<file path="config.mk">
export PLATFORM = sky130hd
export DESIGN_NAME = flash_bus_front
export DESIGN_NICKNAME = d
export VERILOG_FILES = /design/src/rtl/fbf_pkg.sv /design/src/rtl/fbf_decode.sv /design/src/rtl/fbf_addr_ctrl.sv /design/src/rtl/fbf_store.sv /design/src/rtl/flash_bus_front.sv
export SDC_FILE = /design/constraint.sdc
export NUM_CORES = 1
export LEC_CHECK = 0
export BUFFER_PORTS_ARGS = -buffer_cell sky130_fd_sc_hd__buf_2
export CAP_MARGIN = 20
export CORE_ASPECT_RATIO = 0.9
export CORE_MARGIN = 2
export CORE_UTILIZATION = 35
export CTS_BUF_LIST = sky130_fd_sc_hd__clkbuf_16
export CTS_CLUSTER_SIZE = 20
export DETAILED_ROUTE_END_ITERATION = 10
export PLACE_DENSITY = 0.58
export SYNTH_ARGS = -nofsm -noshare
export SYNTH_HDL_FRONTEND = slang
export SYNTH_SLANG_ARGS = --single-unit
export TNS_END_PERCENT = 1
</file>
<file path="constraint.sdc">
create_clock -name clk -period 11.2 [get_ports clk]
set_input_delay 2.24 -clock clk [delete_from_list [all_inputs] [get_ports clk]]
set_output_delay 2.24 -clock clk [all_outputs]
set_load 0.02 [all_outputs]
</file>
<file path="src/rtl/fbf_pkg.sv">
// Shared definitions for the flash bus front end.
// Assumes: nothing beyond IEEE 1800-2017.
package fbf_pkg;
    typedef enum logic [2:0] {
        OP_RESET   = 3'd0,
        OP_STANDBY = 3'd1,
        OP_OUTDIS  = 3'd2,
        OP_READ    = 3'd3,
        OP_WRITE   = 3'd4,
        OP_ILLEGAL = 3'd5
    } bus_op_t;
endpackage

</file>
<file path="src/rtl/fbf_decode.sv">
// Strobe decoder: maps the five active-low strobes to one bus operation
// per cycle, together with read/write enables and the illegal flag.
// Assumes: strobes are already in the clk domain; clk/rst_n only clock
// the embedded checks.
module fbf_decode
    import fbf_pkg::*;
(
    input  logic    clk,
    input  logic    rst_n,
    input  logic    bus_rst_n,
    input  logic    ce_n,
    input  logic    oe_n,
    input  logic    we_n,
    input  logic    adv_n,
    output bus_op_t op,
    output logic    rd_en,
    output logic    wr_en,
    output logic    illegal
);

    // Priority decode of the strobes into one operation.
    always_comb begin
        if (!bus_rst_n)          op = OP_RESET;
        else if (ce_n)           op = OP_STANDBY;
        else if (!oe_n && !we_n) op = OP_ILLEGAL;
        else if (!we_n)          op = OP_WRITE;
        else if (!oe_n && !adv_n) op = OP_READ;
        else                     op = OP_OUTDIS;
    end

    // Per-operation enables.
    always_comb begin
        rd_en   = (op == OP_READ);
        wr_en   = (op == OP_WRITE);
        illegal = (op == OP_ILLEGAL);
    end

    // no bus activity when deselected or in bus reset.
    p_quiet_deselect_r3: assert property (@(posedge clk) disable iff (!rst_n)
        (!bus_rst_n || ce_n) |-> (!rd_en && !wr_en && !illegal));

    // an illegal cycle never writes.
    p_illegal_no_write_r6: assert property (@(posedge clk) disable iff (!rst_n)
        (!oe_n && !we_n) |-> !wr_en);

endmodule

</file>
<file path="src/rtl/fbf_addr_ctrl.sv">
// Address controller: holds the read address. In asynchronous mode it
// tracks the pins while the strobe is low. In synchronous mode it captures
// a burst start and then counts burst-clock rising edges.
// Assumes: burst_clk is slow against clk, so each of its edges is seen.
module fbf_addr_ctrl #(
    parameter int ADDR_W = 23
) (
    input  logic              clk,
    input  logic              rst_n,
    input  logic              sync_mode,
    input  logic              bus_rst_n,
    input  logic              ce_n,
    input  logic              adv_n,
    input  logic              burst_clk,
    input  logic [ADDR_W-1:0] addr,
    output logic [ADDR_W-1:0] cur_addr,
    output logic              started
);

    logic adv_q;
    logic bclk_q;
    logic adv_rise;
    logic adv_fall;
    logic bedge;
    logic hard_clr;
    logic start;

    // Previous-cycle copies of the strobe and the burst clock.
    always_ff @(posedge clk) begin
        if (!rst_n) begin
            adv_q  <= 1'b1;
            bclk_q <= 1'b0;
        end else begin
            adv_q  <= adv_n;
            bclk_q <= burst_clk;
        end
    end

    // Edge detection and burst start qualification.
    always_comb begin
        adv_rise = adv_n && !adv_q;
        adv_fall = !adv_n && adv_q;
        bedge    = burst_clk && !bclk_q;
        hard_clr = !bus_rst_n || ce_n;
        start    = sync_mode && (!started || adv_fall) &&
                   (adv_rise || (!adv_n && bedge));
    end

    // Address register and burst-active flag.
    always_ff @(posedge clk) begin
        if (!rst_n) begin
            cur_addr <= '0;
            started  <= 1'b0;
        end else if (!sync_mode) begin
            started <= 1'b0;
            if (!adv_n) cur_addr <= addr;
        end else if (hard_clr) begin
            started <= 1'b0;
        end else if (start) begin
            cur_addr <= addr;
            started  <= 1'b1;
        end else if (adv_fall) begin
            started <= 1'b0;
        end else if (started && bedge) begin
            cur_addr <= cur_addr + 1'b1;
        end
    end

    // asynchronous mode tracks the pins while the strobe is low.
    p_async_track_r7: assert property (@(posedge clk) disable iff (!rst_n)
        (!sync_mode && !adv_n) |=> (cur_addr == $past(addr)));

    // a burst edge inside a running burst steps by exactly one.
    p_burst_step_r9: assert property (@(posedge clk) disable iff (!rst_n)
        (sync_mode && started && bedge && adv_n && !adv_rise && !hard_clr)
        |=> (cur_addr == $past(cur_addr) + 1'b1));

    // no burst edge and no strobe event means the address holds.
    p_suspend_hold_r10: assert property (@(posedge clk) disable iff (!rst_n)
        (sync_mode && !bedge && !adv_rise) |=> $stable(cur_addr));

endmodule

</file>
<file path="src/rtl/fbf_store.sv">
// Register array standing in for the memory storage. A window of
// DEPTH words sits at WIN_BASE; reads outside the window return erased
// data (all ones), and writes outside it are dropped.
// Assumes: DEPTH is a power of two.
module fbf_store #(
    parameter int ADDR_W = 23,
    parameter int DATA_W = 16,
    parameter int DEPTH  = 16,
    parameter int WIN_BASE = 0
) (
    input  logic              clk,
    input  logic              rst_n,
    input  logic              wr_en,
    input  logic [ADDR_W-1:0] waddr,
    input  logic [DATA_W-1:0] wdata,
    input  logic [ADDR_W-1:0] raddr,
    output logic [DATA_W-1:0] rdata
);

    localparam int IDX_W = $clog2(DEPTH);
    localparam int HI_W  = ADDR_W - IDX_W;
    localparam logic [HI_W-1:0] BASE = HI_W'(WIN_BASE);

    logic [DATA_W-1:0] mem [DEPTH];
    logic              w_hit;
    logic              r_hit;

    // Window hit for each port.
    always_comb begin
        w_hit = (waddr[ADDR_W-1:IDX_W] == BASE);
        r_hit = (raddr[ADDR_W-1:IDX_W] == BASE);
    end

    // Word storage, cleared by block reset.
    always_ff @(posedge clk) begin
        if (!rst_n) begin
            for (int i = 0; i < DEPTH; i++) mem[i] <= '0;
        end else if (wr_en && w_hit) begin
            mem[waddr[IDX_W-1:0]] <= wdata;
        end
    end

    // Read mux with erased value outside the window.
    always_comb begin
        rdata = r_hit ? mem[raddr[IDX_W-1:0]] : '1;
    end

endmodule

</file>
<file path="src/rtl/flash_bus_front.sv">
// Top of the flash bus front end: decoder, address controller and
// storage, plus the drive-enable and wait logic at the pins.
// Assumes: all strobes synchronous to clk; high-impedance shown by the
// *_oe outputs.
module flash_bus_front #(
    parameter int ADDR_W   = 23,
    parameter int DATA_W   = 16,
    parameter int DEPTH    = 16,
    parameter int WIN_BASE = 0
) (
    input  logic              clk,
    input  logic              rst_n,
    input  logic              bus_rst_n,
    input  logic              ce_n,
    input  logic              oe_n,
    input  logic              we_n,
    input  logic              adv_n,
    input  logic              burst_clk,
    input  logic              sync_mode,
    input  logic [ADDR_W-1:0] addr,
    input  logic [DATA_W-1:0] dq_in,
    output logic [DATA_W-1:0] dq_out,
    output logic              dq_oe,
    output logic              wait_out,
    output logic              wait_oe,
    output logic              illegal,
    output logic [2:0]        op
);
    import fbf_pkg::*;

    bus_op_t           op_i;
    logic              rd_en;
    logic              wr_en;
    logic [ADDR_W-1:0] cur_addr;
    logic              started;
    logic [DATA_W-1:0] rdata;

    fbf_decode u_dec (
        .clk(clk), .rst_n(rst_n), .bus_rst_n(bus_rst_n), .ce_n(ce_n),
        .oe_n(oe_n), .we_n(we_n), .adv_n(adv_n),
        .op(op_i), .rd_en(rd_en), .wr_en(wr_en), .illegal(illegal)
    );

    fbf_addr_ctrl #(.ADDR_W(ADDR_W)) u_addr (
        .clk(clk), .rst_n(rst_n), .sync_mode(sync_mode),
        .bus_rst_n(bus_rst_n), .ce_n(ce_n), .adv_n(adv_n),
        .burst_clk(burst_clk), .addr(addr),
        .cur_addr(cur_addr), .started(started)
    );

    fbf_store #(.ADDR_W(ADDR_W), .DATA_W(DATA_W), .DEPTH(DEPTH),
                .WIN_BASE(WIN_BASE)) u_mem (
        .clk(clk), .rst_n(rst_n), .wr_en(wr_en), .waddr(addr),
        .wdata(dq_in), .raddr(cur_addr), .rdata(rdata)
    );

    // Pin-side drive enables and wait status.
    always_comb begin
        op       = op_i;
        dq_out   = rdata;
        dq_oe    = rd_en;
        wait_oe  = rd_en && sync_mode;
        wait_out = wait_oe && !started;
    end

    // wait is only driven for synchronous reads.
    p_wait_sync_only_r8: assert property (@(posedge clk) disable iff (!rst_n)
        wait_oe |-> (sync_mode && !oe_n && !ce_n));

    // bus reset keeps both outputs off the bus.
    p_reset_hiz_r2: assert property (@(posedge clk) disable iff (!rst_n)
        !bus_rst_n |-> (!dq_oe && !wait_oe && !illegal));

endmodule

</file>
# [After elaboration in Yosys (flattened, before gate mapping)]
# Memories as Yosys holds them, arrays and structs flattened. A register that Yosys moved wholly into a read port is not among the register bits.
# Cells that the tools add are included.
[word_totals] input_bits=48 wordCells=66 mem_count=1 regBits=26 out_inout_bits=23 ram_bits=256
[mem_list] memory="u_mem.mem" words=16 word_bits=16 read_ports=1 rd_ports_with_merged_regs=1 wr=16 line_no="fbf_store.sv:24" source="logic [DATA_W-1:0] mem [DEPTH];"
[classes] bitwise=2 reduce_logical=28 mux=23 n_addsub=1 n_eq_ne=7
[op_table] operator="$mux 23" count=6
[op_table] operator="$logic_not 19->1" count=2
[op_table] operator="$mux 16" count=2
[op_table] operator="$add 23x1->23 const B" count=1
[op_table] operator="$reduce_or 16->1" count=1
[op_table] operator="$logic_and 1x1->1" count=12
[op_table] operator="$mux 3" count=4
[op_table] operator="$mux 4" count=3
[op_table] operator="$mux 1" count=8
[op_table] operator="$logic_not 1->1" count=7
[op_table] operator="$eq 3x3->1 const B" count=2
[op_table] operator="$reduce_and 4->1" count=1
[op_table] operator="$eq 3x2->1 const B" count=1
[op_table] operator="$logic_or 1x1->1" count=3
[op_table] operator="$ne 3x1->1 const B" count=1
[op_table] operator="$ne 3x3->1 const B" count=1
[op_table] operator="$reduce_or 3->1" count=1
[op_table] operator="$ne 2x1->1 const B" count=1
[op_table] operator="$ne 2x2->1 const B" count=1
[op_table] operator="$not 1->1" count=2
[op_table] operator="$reduce_bool 2->1" count=1

# [Depth between registers and ports, before layout]
# Gate-level depths: netlist (run 1).
[depth] depth_word=14 depth_mapped=8 mapped_depth_nobuf=6

# [Cells and area by module]
# From an unflattened synthesis (run 1), not the netlist that was laid out.
[hier_totals] cells_unflattened=1070 hier_area_um2=13232.7
[modules_own_cells] module="fbf_store" cells_each=853 instances=1 area_per_inst_um2=11466.0 seq_area_each_um2=7687.4
[modules_own_cells] module="fbf_addr_ctrl" cells_each=208 instances=1 area_per_inst_um2=1691.6 seq_area_each_um2=520.5
[modules_own_cells] module="fbf_decode" cells_each=7 instances=1 area_per_inst_um2=60.1 seq_area_each_um2=0.0
[modules_own_cells] module="flash_bus_front" cells_each=2 instances=1 area_per_inst_um2=15.0 seq_area_each_um2=0.0

# [Least setup slack after synthesis (run 1)]
# OpenSTA, ideal clock, no wires.
[synth_timing] path_kind="input port to output port" from="input sync_mode" to="output wait_out" path_slack_ns=5.295 path_stages=4 arrival_time_ns=3.665 cell_sequence="inv_1 clkbuf_1 nor4_1 nor2b_1"
[synth_via] elab_chain_len=2
[synth_rtl] element="from (decl)" line_no="flash_bus_front.sv:19" source="input logic sync_mode,"
[synth_rtl] element="$logic_and 1x1->1" line_no="flash_bus_front.sv:62" source="wait_oe = rd_en && sync_mode;"
[synth_rtl] element="named net wait_oe" line_no="flash_bus_front.sv:25" source="output logic wait_oe,"
[synth_rtl] element="$logic_and 1x1->1" line_no="flash_bus_front.sv:63" source="wait_out = wait_oe && !started;"
[synth_rtl] element="to (decl)" line_no="flash_bus_front.sv:24" source="output logic wait_out,"
# The timed path passes the listed nets, and every way through them passes these cells.

# [Worst setup path in the final report (run 1)]
[layout_timing] from="input sync_mode" to="output wait_out"
[layout_via] elab_chain_len=2
[layout_rtl] element="$logic_and 1x1->1" line_no="flash_bus_front.sv:62"
[layout_rtl] element="$logic_and 1x1->1" line_no="flash_bus_front.sv:63"
# Every way passes these cells.

==> metrics.txt, run 1 <==
status=finished clean; Crit path buffers/inverters=3; layout cells sized above 1=around 22%; final hold vios=0; synthesized cell area=between 0.01 and 0.015 mm2; DRC viols=0; via count=about 8700; placer's final routability congestion estimate=between 0.8 and 0.9; post-CTS setup buffers=0; setup_tns=0 ps; MaxCap Viol Count=0; R2R cell count=6; row count=67; Max-slew headroom=23.2%; IO buf count=70; Tmin final=roughly 5900 ps; multi-input logic area=0.00455 mm2; routed wire length=34.7 mm; gr ovfl total=0; n_diodes=0; commonest non-fill, non-tap cell in the layout=nor2_1; storage element area=a little over 0.008 mm2; dpl hpwl=21.7 mm; I/O pin total=between 70 and 80; Pwr Total=around 2.4 mW; WS Path Type=in -> out; CTS tree=yes; largest net degree at the start of global routing=69; Max IR drop VDD=98.3 uV; vias in the first global route=around 8600; H-tree depth=1; most used cell, CP=buf_2; largest stage delay on the critical path=430 ps; Clock transition at path regs=60 ps; root buffer cell=clkbuf_16; crit-path leading delay family=buffers and inverters; Syn Inst Count=about 1000; WL met1=14.9 mm; fill count=3516; critical path depth=5; #FFs+latches synth=286; fin crit share=a little over half; setup ws final=about 5300 ps; PD cells=about 160 mW/mm2; CTS resizes=0; WP data arrival=approximately 3600 ps; hold depth=2; clock skew=~7.4 ps; area delta synth->final=14.4%; clock sink count=around 290; Setup violations, final=0; Setup crit start kind=primary input; Initial Util=between 30% and 40%; Min-Delay Path Class=reg -> reg; starting DRC count in detailed routing=974; post-layout net count=~1100; uppermost layer routed=met4; Die X=208 um; CTS buffer count=30; critical path data required time=8960 ps; Clock Latency Late Sink=between 500 and 600 ps; worst slew pin tran=1150 ps; pre-CTS worst setup slack=about 5400 ps; crit path max fanout=23; crit-path cells=buf_2, inv_1, nor4_1, nor2b_1, buf_2; core area=roughly 0.037 mm2; met2 WL=between 15 and 20 mm; first-pass GRT wire length=~54 mm; CP max-delay cell=nor4_1; WL met3=about 2.3 mm; antenna viol nets, final=0; Max clock buf depth=3; most frequent cells in the layout=nor2_1 (272), edfxtp_1 (256), nand2_1 (92), mux4_2 (80), buf_2 (70); Highest Clock Rate=~170 MHz; synthesis warning total=0; hold-fix buffers at CTS=0; die area=about 0.039 mm2; gr usage total=approximately 18%; antenna violations before repair=0; sequential fraction of the synthesis area=~63%; Synth async-reset ratio=0%; 1st-pass router iterations=5; net count after synthesis=about 1100; Post-synth EDFFs=256; DIE HEIGHT=around 190 um; Final Max Tran Viols=0; WL per Instance=between 20 and 25 um; RSZ-0062 raised after global routing=no; DR vias/cell=~5.5; synth unique cells=48; Mean Syn Cell Area=about 13 um2; static leakage=4.62 nW; crit path capture type=output pin; Post-synth top flop=edfxtp_1
[kinds of logic (layout without fill, tap and decap cells)]
logic type / count (synthesis) / after routing / share of synthesized area [%]
multiplexers: 80 / 80 / 13.8
AND/OR/NAND/NOR: 460 / 460 / 15.2
flip-flops: 286 / 286 / 63.4
AO/OA/AOI/OAI: 105 / 105 / 5.12
buffers and inverters: 78 / 161 / 2.45
adder cells (fa/ha/maj): 1 / 1 / 0.0957
[per-layer routing]
| layer | vias up | track usage [%] |
|---|---|---|
| li1 | 3889 | - |
| met1 | 4414 | 25.4 |
| met2 | 314 | 29.2 |
| met3 | 51 | 2.12 |
| met4 | 0 | 4.69 |
| met5 | - | 0 |
[cell usage after synthesis, types with 2 or more instances]
| library cell | n | share of area [%] |
|---|---|---|
| o22ai_1 | 10 | 0.48 |
| o21ai_0 | 35 | 1.3 |
| or2_2 | 3 | 0.14 |
| nor4_1 | 14 | 0.67 |
| nand2_1 | 92 | 2.6 |
| clkbuf_1 | 55 | 1.6 |
| edfxtp_1 | 256 | 59 |
| a21oi_1 | 19 | 0.73 |
| nand3_1 | 13 | 0.50 |
| nand4_1 | 7 | 0.33 |
| mux4_2 | 80 | 14 |
| or4_1 | 3 | 0.17 |
| and2_1 | 2 | 0.096 |
| o211ai_1 | 3 | 0.17 |
| o211a_1 | 2 | 0.15 |
| buf_6 | 2 | 0.17 |
| inv_1 | 6 | 0.17 |
| buf_1 | 7 | 0.20 |
| nor3_1 | 8 | 0.31 |
| o31ai_1 | 3 | 0.17 |
| nand2b_1 | 22 | 1.1 |
| o31a_1 | 7 | 0.47 |
| nand3b_1 | 3 | 0.17 |
| nor2b_1 | 5 | 0.24 |
| or3_1 | 5 | 0.24 |
| a2bb2oi_1 | 2 | 0.13 |
| a32o_1 | 3 | 0.23 |
| o2bb2ai_1 | 2 | 0.13 |
| nand4b_1 | 3 | 0.20 |
| nor2_1 | 272 | 7.8 |
| a211oi_1 | 5 | 0.29 |
| a21boi_0 | 2 | 0.11 |
| buf_2 | 7 | 0.27 |
| o21a_1 | 9 | 0.52 |
| dfxtp_1 | 30 | 4.6 |
[final timing paths]
check | from | endpoint | slack, ps
max | sync_mode | wait_out | 5330
min | u_addr.cur_addr[22] | u_addr.cur_addr[22] | 500
max reg2reg | u_addr.cur_addr[0] | u_addr.cur_addr[16] | 8890
min reg2reg | u_addr.cur_addr[22] | u_addr.cur_addr[22] | 500
[per-stage QoR]
step           utilization (%)  cells  cell area, um2  hold slack, ps
2_1_floorplan                -   1010           13100             459
3_3_place_gp              37.8   1515           14000             478
3_5_place_dp              37.9   1518           14000             485
4_1_cts                   40.3   1574           14900             496
5_1_grt                   40.4   1576           15000             531
6_report                  40.4   1576           15000             499
[worst min-delay path: stages, from the launching register on]
cell	delay [ps]
dfxtp_1	330
nand2_1	60
o22ai_1	60
[registers in the layout, indices dropped and copies added (netlist names), named ones only]
| register | cells |
|---|---|
| u_mem.mem | 256 |
| u_addr.started | 1 |
| u_addr.bclk_q | 1 |
| u_addr.adv_q | 1 |
| u_addr.cur_addr | 23 |
[power by group]
part           leakage, nW  total, mW  switching [mW]  internal, mW
Combinational         1.48      0.235           0.138        0.0974
Clock                0.467      0.909           0.403         0.507
Sequential            2.68       1.24          0.0254          1.21
[layout make-up]
cell class              count  area share [%]
flip-flops and latches    286            55.4
multi-input cells         646            30.4
clock buffers              30            5.02
well taps                 483            4.04
repair buffers             99            4.00
clock inverters            26           0.978
inverters                   6           0.151
Power figures use the tool's default switching activity.
==> run 2: changes to the inputs <==
==> constraint.sdc (replaced) <==
create_clock -name clk -period 6.1 [get_ports clk]
set_input_delay 1.22 -clock clk [delete_from_list [all_inputs] [get_ports clk]]
set_output_delay 1.22 -clock clk [all_outputs]
set_load 0.02 [all_outputs]
==> metrics.txt, run 2 (synthesis gave the netlist of run 1 again) <==
fill count=3495 (was 3516); fin crit share=between 70% and 80%; post-CTS setup buffers=0 (unchanged); largest register by flop count=u_mem.mem (unchanged); Highest Clock Rate=around 220 MHz; gr usage total=18.4% (was 17.9%); Clock Power Share=40.5% (was 38.2%); critical path data required time=4880 ps (was 8960 ps); commonest non-fill, non-tap cell in the layout=nor2_1 (unchanged); WL per Instance=22.6 um (was 22.0 um); area delta synth->final=15.3% (was 14.4%); final hold vios=0 (unchanged); CTS tree=yes (unchanged); starting DRC count in detailed routing=1036 (was 974); Die X=208 um (unchanged); worst slew pin tran=1080 ps (was 1150 ps); antenna viol nets, final=0 (unchanged); core area=0.0371 mm2 (unchanged); RSZ-0062 raised after global routing=no (unchanged); Min-Delay Path Class=reg -> reg (unchanged); dpl hpwl=23.2 mm (was 21.7 mm); gr ovfl total=0 (unchanged); row count=67 (unchanged); Final Max Tran Viols=0 (unchanged); first-pass GRT wire length=54.8 mm (was 53.6 mm); I/O pin total=71 (unchanged); pre-CTS worst setup slack=1550 ps (was 5360 ps); via count=8733 (was 8668); R2R setup slack=3840 ps (was 8890 ps); Pwr Total=4.55 mW (was 2.38 mW); Switch Pwr=1.08 mW (was 0.566 mW); worst hold margin=491 ps (was 499 ps); combinational fraction of design power=9.4% (was 9.9%); Post-DP Area=0.0141 mm2 (was 0.0140 mm2); Inst Count DP=1524 (was 1518); Int Pwr=3.47 mW (was 1.82 mW); post-layout net count=1124 (was 1118); crit path capture type=output pin (unchanged); DR vias/cell=5.52 (was 5.50); WP data arrival=3360 ps (was 3630 ps); final instance area=0.0151 mm2 (was 0.0150 mm2); PD cells=302 mW/mm2 (was 159 mW/mm2); Max clock buf depth=3 (unchanged); 1st-pass router iterations=5 (unchanged); MaxCap Viol Count=0 (unchanged); reg2reg start=u_addr.cur_addr[0] (unchanged); die area=0.0389 mm2 (unchanged); setup ws final=1520 ps (was 5330 ps); switching share of power=23.7% (was 23.8%); Clock transition at path regs=70 ps (was 60 ps); Max IR drop VDD=237 uV (was 98.3 uV); Initial Util=35.3% (unchanged); routed wire length=35.7 mm (was 34.7 mm); layout cells sized above 1=23.5% (was 22.2%); largest net degree at the start of global routing=46 (was 69); setup_tns=0 ps (unchanged); Setup violations, final=0 (unchanged); Non-Filler Instances=1581 (was 1576); most frequent cells in the layout=nor2_1 (272), edfxtp_1 (256), nand2_1 (92), mux4_2 (80), buf_2 (70) (unchanged); Setup crit start kind=flip-flop (was primary input); Reg power frac=50.1% (was 51.9%); Clock Latency Late Sink=560 ps (was 550 ps); DIE HEIGHT=187 um (unchanged); top flop regs=u_mem.mem (256), u_addr.cur_addr (23) (unchanged); CTS buffer count=30 (unchanged); clock skew=9.49 ps (was 7.40 ps); H-tree depth=1 (unchanged); CTS resizes=0 (unchanged); Max-slew headroom=27.4% (was 23.2%); root buffer cell=clkbuf_16 (unchanged); clock sink count=286 (unchanged); vias in the first global route=8572 (was 8624); crit path max fanout=38 (was 23); placer's final routability congestion estimate=0.856 (was 0.865); max FFs per register=256 (unchanged); WS Path Type=reg -> out (was in -> out); Core Util, Final=40.7% (was 40.4%); Tmin final=around 4600 ps; static leakage=4.68 nW (was 4.62 nW); status=finished clean (unchanged); IO buf count=70 (unchanged); hold-fix buffers at CTS=0 (unchanged); DRC viols=0 (unchanged); min-delay src=u_addr.cur_addr[22] (unchanged); antenna violations before repair=3 (was 0)
run 2: metal layers:
layer / up-vias / track usage, % / wire (um)
li1: 3894 / - / -
met1: 4448 / 26.9 / 15600
met2: 353 / 29.3 / 16900
met3: 38 / 2.77 / 2720
met4: 0 / 3.63 / 490
met5: - / 0 / 0
run 2: path summary, 6_finish.rpt:
path	endpoint	depth (start not counted)
setup / recovery	dq_out[4]	5
hold / removal	u_addr.cur_addr[22]	2
setup reg to reg	u_addr.cur_addr[16]	6
hold reg to reg	u_addr.cur_addr[22]	2
run 2: area by class of cell:
type | instances | area [um2] | area share (%)
sequential | 286 | 8290 | 55.0
multi-input combinational | 646 | 4550 | 30.2
clock buffer | 30 | 751 | 4.98
timing repair buffer | 105 | 621 | 4.12
tap | 483 | 604 | 4.01
clock inverter | 23 | 235 | 1.56
inverter | 6 | 22.5 | 0.149
antenna | 2 | 5.00 | 0.0332
run 2: power groups by stage:
| stage | Sequential, mW | Clock [mW] | Combinational, mW |
|---|---|---|---|
| after floorplan | 2.29 | 0 | 0.280 |
| after global placement | 2.32 | 0 | 0.426 |
| after detailed placement | 2.32 | 0 | 0.427 |
| after CTS | 2.28 | 1.87 | 0.429 |
| after global routing | 2.29 | 1.95 | 0.457 |
| final | 2.28 | 1.84 | 0.426 |
run 2: critical path: stages (launching register included):
cell and delay, ps:
dfxtp_4 870, buf_4 450, mux4_2 530, mux4_2 490, nand2b_1 210, buf_2 200
